**src/rtl/lru_matrix.sv**
```systemverilog
module lru_matrix #(
  parameter int WAYS = 4,
  localparam int WW = (WAYS > 1) ? $clog2(WAYS) : 1
) (
  input  logic               clk,
  input  logic               rst_n,
  input  logic               touch,
  input  logic [WW-1:0]      touch_way,
  output logic [WW-1:0]      victim,
  output logic [WAYS*WW-1:0] rank_flat
);

  logic [WAYS-1:0] mtx [WAYS];

  always_ff @(posedge clk or negedge rst_n) begin
    if (!rst_n) begin
      for (int i = 0; i < WAYS; i++) mtx[i] <= '0;
    end else if (touch) begin
      for (int i = 0; i < WAYS; i++)
        for (int j = 0; j < WAYS; j++)
          if (j == int'(touch_way)) mtx[i][j] <= 1'b0;
          else if (i == int'(touch_way)) mtx[i][j] <= 1'b1;
    end
  end

  generate
    if (WAYS == 1) begin : g_single
      assign victim = '0;
    end else begin : g_multi
      always_comb begin
        victim = '0;
        for (int i = 1; i < WAYS; i++)
          if (mtx[i] < mtx[victim]) victim = WW'(i);
      end
    end
  endgenerate

  for (genvar g = 0; g < WAYS; g++) begin : g_rank
    assign rank_flat[g*WW +: WW] = WW'($countones(mtx[g]));
  end

endmodule


```
**config.mk**
```make
export PLATFORM = sky130hd
export DESIGN_NAME = lru_matrix
export DESIGN_NICKNAME = d
export VERILOG_FILES = /design/src/rtl/lru_matrix.sv
export SDC_FILE = /design/constraint.sdc
export NUM_CORES = 1
export LEC_CHECK = 0
export ABC_AREA = 1
export CAP_MARGIN = 20
export CORE_MARGIN = 2
export CORE_UTILIZATION = 55
export DETAILED_ROUTE_END_ITERATION = 12
export PLACE_DENSITY = 0.86
export SYNTH_ARGS = -nofsm -noshare
export SYNTH_HDL_FRONTEND = slang
export SYNTH_SLANG_ARGS = --single-unit
```
**constraint.sdc**
```tcl
create_clock -name clk -period 5.9 [get_ports clk]
set_input_delay 0.885 -clock clk [delete_from_list [all_inputs] [get_ports clk]]
set_output_delay 0.885 -clock clk [all_outputs]
set_load 0.01 [all_outputs]
```
Word level (Yosys, flattened, before mapping)
Cells that the tools add are included.
- register bits after elaboration: 12
- bits in latches: 0
- bits in writable memories: 0
- bits in read-only memories: 0
- bits of input ports: 5
- word-level logic and storage cells: 68
- memories: 0
- add/subtract/negate cells: 8
- multiply operators: 0
- divide/modulo/power cells: 0
- magnitude comparators: 5
- eq/ne operators: 3
- shift operators: 0
- mux-type cells: 25
- bitwise gates (word level): 2
- reductions and logical operators: 13
- operator list (cell ; number):
    $mux W1 ; 17
    $bmux W4 S2 ; 2
    $mux W4 ; 4
    $reduce_and A2 Y1 ; 6
    $reduce_bool A2 Y1 ; 6
    $add A1 B1 Y2 ; 4
    $lt A4 B4 Y1 ; 2
    $ge A3 B3 Y1 const B ; 2
    $not A2 Y3 ; 2
    $add A1 B2 Y2 ; 2
    $add A2 B1 Y2 ; 2
    $eq A2 B2 Y1 const A ; 2
    $lt A3 B4 Y1 ; 1
    $mux W2 ; 2
    $eq A1 B2 Y1 const A ; 1
    $logic_not A2 Y1 ; 1

Longest topological paths before layout
- depth after elaboration: 14
- depth in mapped cells: 18

Worst setup path after synthesis
No wires, ideal clock.
- kind: flip-flop to output port
- start: register mtx[11] (netlist bit)
- end: output port victim[0]
- arrival time: 2.224 ns
- required time: 5.015 ns
- path slack: 2.791 ns
- stages on the path, launching flop included: 18
- cells stage by stage: dfrtp_1 -> ha_1 -> a21oi_2 -> nand2_2 -> nand2_1 -> ha_1 -> nand2_1 -> nand2_1 -> nand2_2 -> nand2_4 -> nand2_1 -> o21ai_0 -> ha_1 -> nand2_1 -> nand2_1 -> nand2_1 -> nand2_1 -> nand2_1
- longest elaborated chain between the ends: 14
- RTL lines (item ; line ; RTL):
    start: declaration ; 13 ; logic [WAYS-1:0] mtx [WAYS];
    $lt A4 B4 Y1 ; 33 ; if (mtx[i] < mtx[victim]) victim = WW'(i);
    $mux W1 ; 33 ;
    $not A2 Y3 (not written as such) ; 33 ;
    $bmux W4 S2 ; 33 ;
    $mux W4 (not written as such) (2 in series) ; 33 ;
    $lt A4 B4 Y1 ; 33 ;
    $mux W2 ; 33 ;
    $not A2 Y3 (not written as such) ; 33 ;
    $bmux W4 S2 ; 33 ;
    $mux W4 (not written as such) (2 in series) ; 33 ;
    $lt A3 B4 Y1 ; 33 ;
    $mux W2 (*) ; 33 ;
    end: declaration ; 9 ; output logic [WW-1:0] victim,
Every way passes the cells marked *; elsewhere a longest branch is shown, timed or not. The select of a mux whose other input is x is not followed.

Final worst setup path
- start: register mtx[15] (netlist bit)
- end: output port victim[1]
Same word-level chain as after synthesis.

==> impl_metrics.tcl <==
set metrics [dict create \
    outcome "finished clean" \
    finalSetupViolations 0 \
    cts.path.max_buffers 2 \
    crit_fanout 7 \
    cp.required_ns 5.02 \
    antennaDiodeCount 0 \
    cts_tree "done" \
    cts_setup_buffers 0 \
    yosysTopAreaCellShare_pct 34.9 \
    synth.avg_cell_area_um2 8.43 \
    fmax_mhz 241 \
    grt_usage_pct 20.2 \
    viasPerCell 5.36 \
    synthFlopType "dfrtp_1" \
    stdcell_count 135 \
    hold_start "mtx[2]" \
    synthArstFlopShare_pct 100 \
    r2r_start "mtx[11]" \
    num_vias 724 \
    cp_slowest_cell "clkdlybuf4s50_1" \
    worst_slew_pin_slew_ns 0.507 \
    drtPass1Iterations 4 \
    ys_seq_area_share_pct 34.9 \
    finalClockSkew_ns 0 \
    antenna_found_initial 0 \
    placementRows 14 \
    synth-edff-count 0 \
    gp_congestion 0.858 \
    wirelength_mm 1.55 \
    power_leakage_nw 0.527 \
    ant_nets 0 \
    htree_levels 1 \
    synth.area.top_cells "dfrtp_1 35%, ha_1 16%, nand2_1 12%" \
    numCtsBuffers 3 \
    rsz0062_at_grt "no" \
    layout_min_cycle_time_ns 4.16 \
    synth_cells 102 \
    largest_reg_flops 12 \
    io_pins 15 \
    grt_start_max_net_pins 13 \
    path_clk_slew_ns 0.07 \
    crit_family "adder cells" \
    yosys-top-cells-count "27 x nand2_1, 19 x o21ai_0, 15 x inv_1, 12 x dfrtp_1, 11 x ha_1" \
    cp_slowest_stage_delay_ns 0.52 \
    hold_violations 0 \
    ctsResizeCount 0 \
    dieArea_mm2 0.00190 \
    critPathMostFrequentCell "nand2_1" \
    first_global_vias 707 \
    ctsRootBufferMaster "clkbuf_4" \
    grt_pass1_wl_mm 2.81 \
    cts_sinks 12 \
    reg.largest.list "mtx x12" \
    die_w_um 43.5 \
    setup_tns_ns 0 \
    fin_nets 141 \
    core_mm2 0.00149 \
    cp-end-kind "primary output" \
    startpoint "mtx[15]" \
    syn_area_um2 860 \
    path_cells "inv_1 -> ha_1 -> a21oi_2 -> nand2_2 -> nand2_1 -> ha_1 -> nand2_1 -> nand2_1 -> nand2_2 -> nand2_4 -> o21ai_0 -> ha_1 -> nand2_1 -> nand2_1 -> nand2_1 -> nand2_1 -> nand2_1 -> clkdlybuf4s50_1" \
    finalMaxSlewViolations 0 \
    synth.most_common_cell "nand2_1" \
    hold_class "register to register" \
    n_fill_cell 125 \
    syn_to_final_growth_pct 21.3 \
    overflow 0 \
    initial_core_util_pct 57.7 \
    ys_warn_count 0 \
    start_kind "register" \
    slew_headroom_pct 66.1 \
    first_iter_violations 21 \
    critPathBufInv 2 \
    numPortBuffers 14 \
    finalCritPeriodShare_pct 70.4 \
    multi_input_area_um2 503 \
    finalPower_mw 0.357 \
    hpwl_mm 1.32 \
    ff_latch_area_um2 300 \
    worstPathArrival_ns 3.27 \
    yosysTopAreaCell "dfrtp_1" \
    yosys_register_bits 12 \
    maxCapViolCount 0 \
    peakVddDrop_mv 0.260 \
    regMostFlops "mtx" \
    cts.hold.buffers_added 0 \
    powerDensity_mw_per_mm2 343 \
    die_h_um 43.5 \
    insertion_delay_ns 0.26 \
    drc_errors 0 \
    wl_per_cell_um 11.5 \
    synth.distinct_cells 12 \
    synth_nets 122 \
    critPathKind "register to primary output" \
    drive_above_1_share_pct 9.24 \
    placedCellCount 132 \
]
worst paths after layout:
kind / end / slack, ns / cells after the start
worst max-delay path: victim[1] / 1.74 / 18
worst min-delay path: mtx[2] / 0.55 / 2
worst max register to register: mtx[11] / 5.15 / 2
worst min register to register: mtx[2] / 0.55 / 2
max in group asynchronous: mtx[10] / 4.60 / 1
min in group asynchronous: mtx[11] / 0.96 / 1
area by class of cell:
class	instances	area share, %
sequential	12	28.8
clock buffer	3	2.16
tap	16	1.92
timing repair buffer	14	13.4
multi-input combinational	75	48.3
inverter	15	5.40
metal layers:
metal  track usage (%)  vias up  share of wire [%]
li1                  -      364                  -
met1              23.4      339                 42
met2              35.5       19                 54
met3              3.75        2                3.1
met4              10.3        0               0.77
met5                 0        -                  0
layout by cell type (no fill, tap or decap):
cell             netlist  routed
ha_1                  11      11
nand3_1                5       5
nand2_1               27      27
clkbuf_4               0       3
dfrtp_1               12      12
nand2_2                5       5
o21ai_0               19      19
inv_1                 15      15
nand2_4                1       1
a21oi_2                1       1
fa_1                   4       4
nor2_2                 1       1
clkdlybuf4s50_1        0      14
nand4_1                1       1
cells by family after synthesis:
kind of cell,after synthesis,synth area share (%)
buffers and inverters,15,6.55
flip-flops,12,34.9
adder cells (fa/ha/maj),15,25.3
AO/OA/AOI/OAI,20,12.1
AND/OR/NAND/NOR,40,21.1
report_power, final:
group	switching [mW]	internal (mW)	total, mW
Clock	0.0234	0.0236	0.0470
Combinational	0.0980	0.0957	0.194
Sequential	0.0200	0.0966	0.117
Total	0.141	0.216	0.357
per-stage QoR:
stage	setup slack, ns	hold slack, ns	cell area (µm²)	utilization [%]
finish	1.74	0.552	1040	70.0
global route	1.47	0.599	1040	70.0
CTS	1.71	0.559	1040	70.0
detailed placement	2.02	0.543	1020	68.5
global placement	2.14	0.534	1020	68.5
floorplan	2.79	0.500	860	-
tightest hold or removal path, stage by stage (launching register included):
cell	delay, ns
dfrtp_1	0.39
nand2_1	0.06
o21ai_0	0.06
No activity file was read; power rests on OpenSTA's default activity.
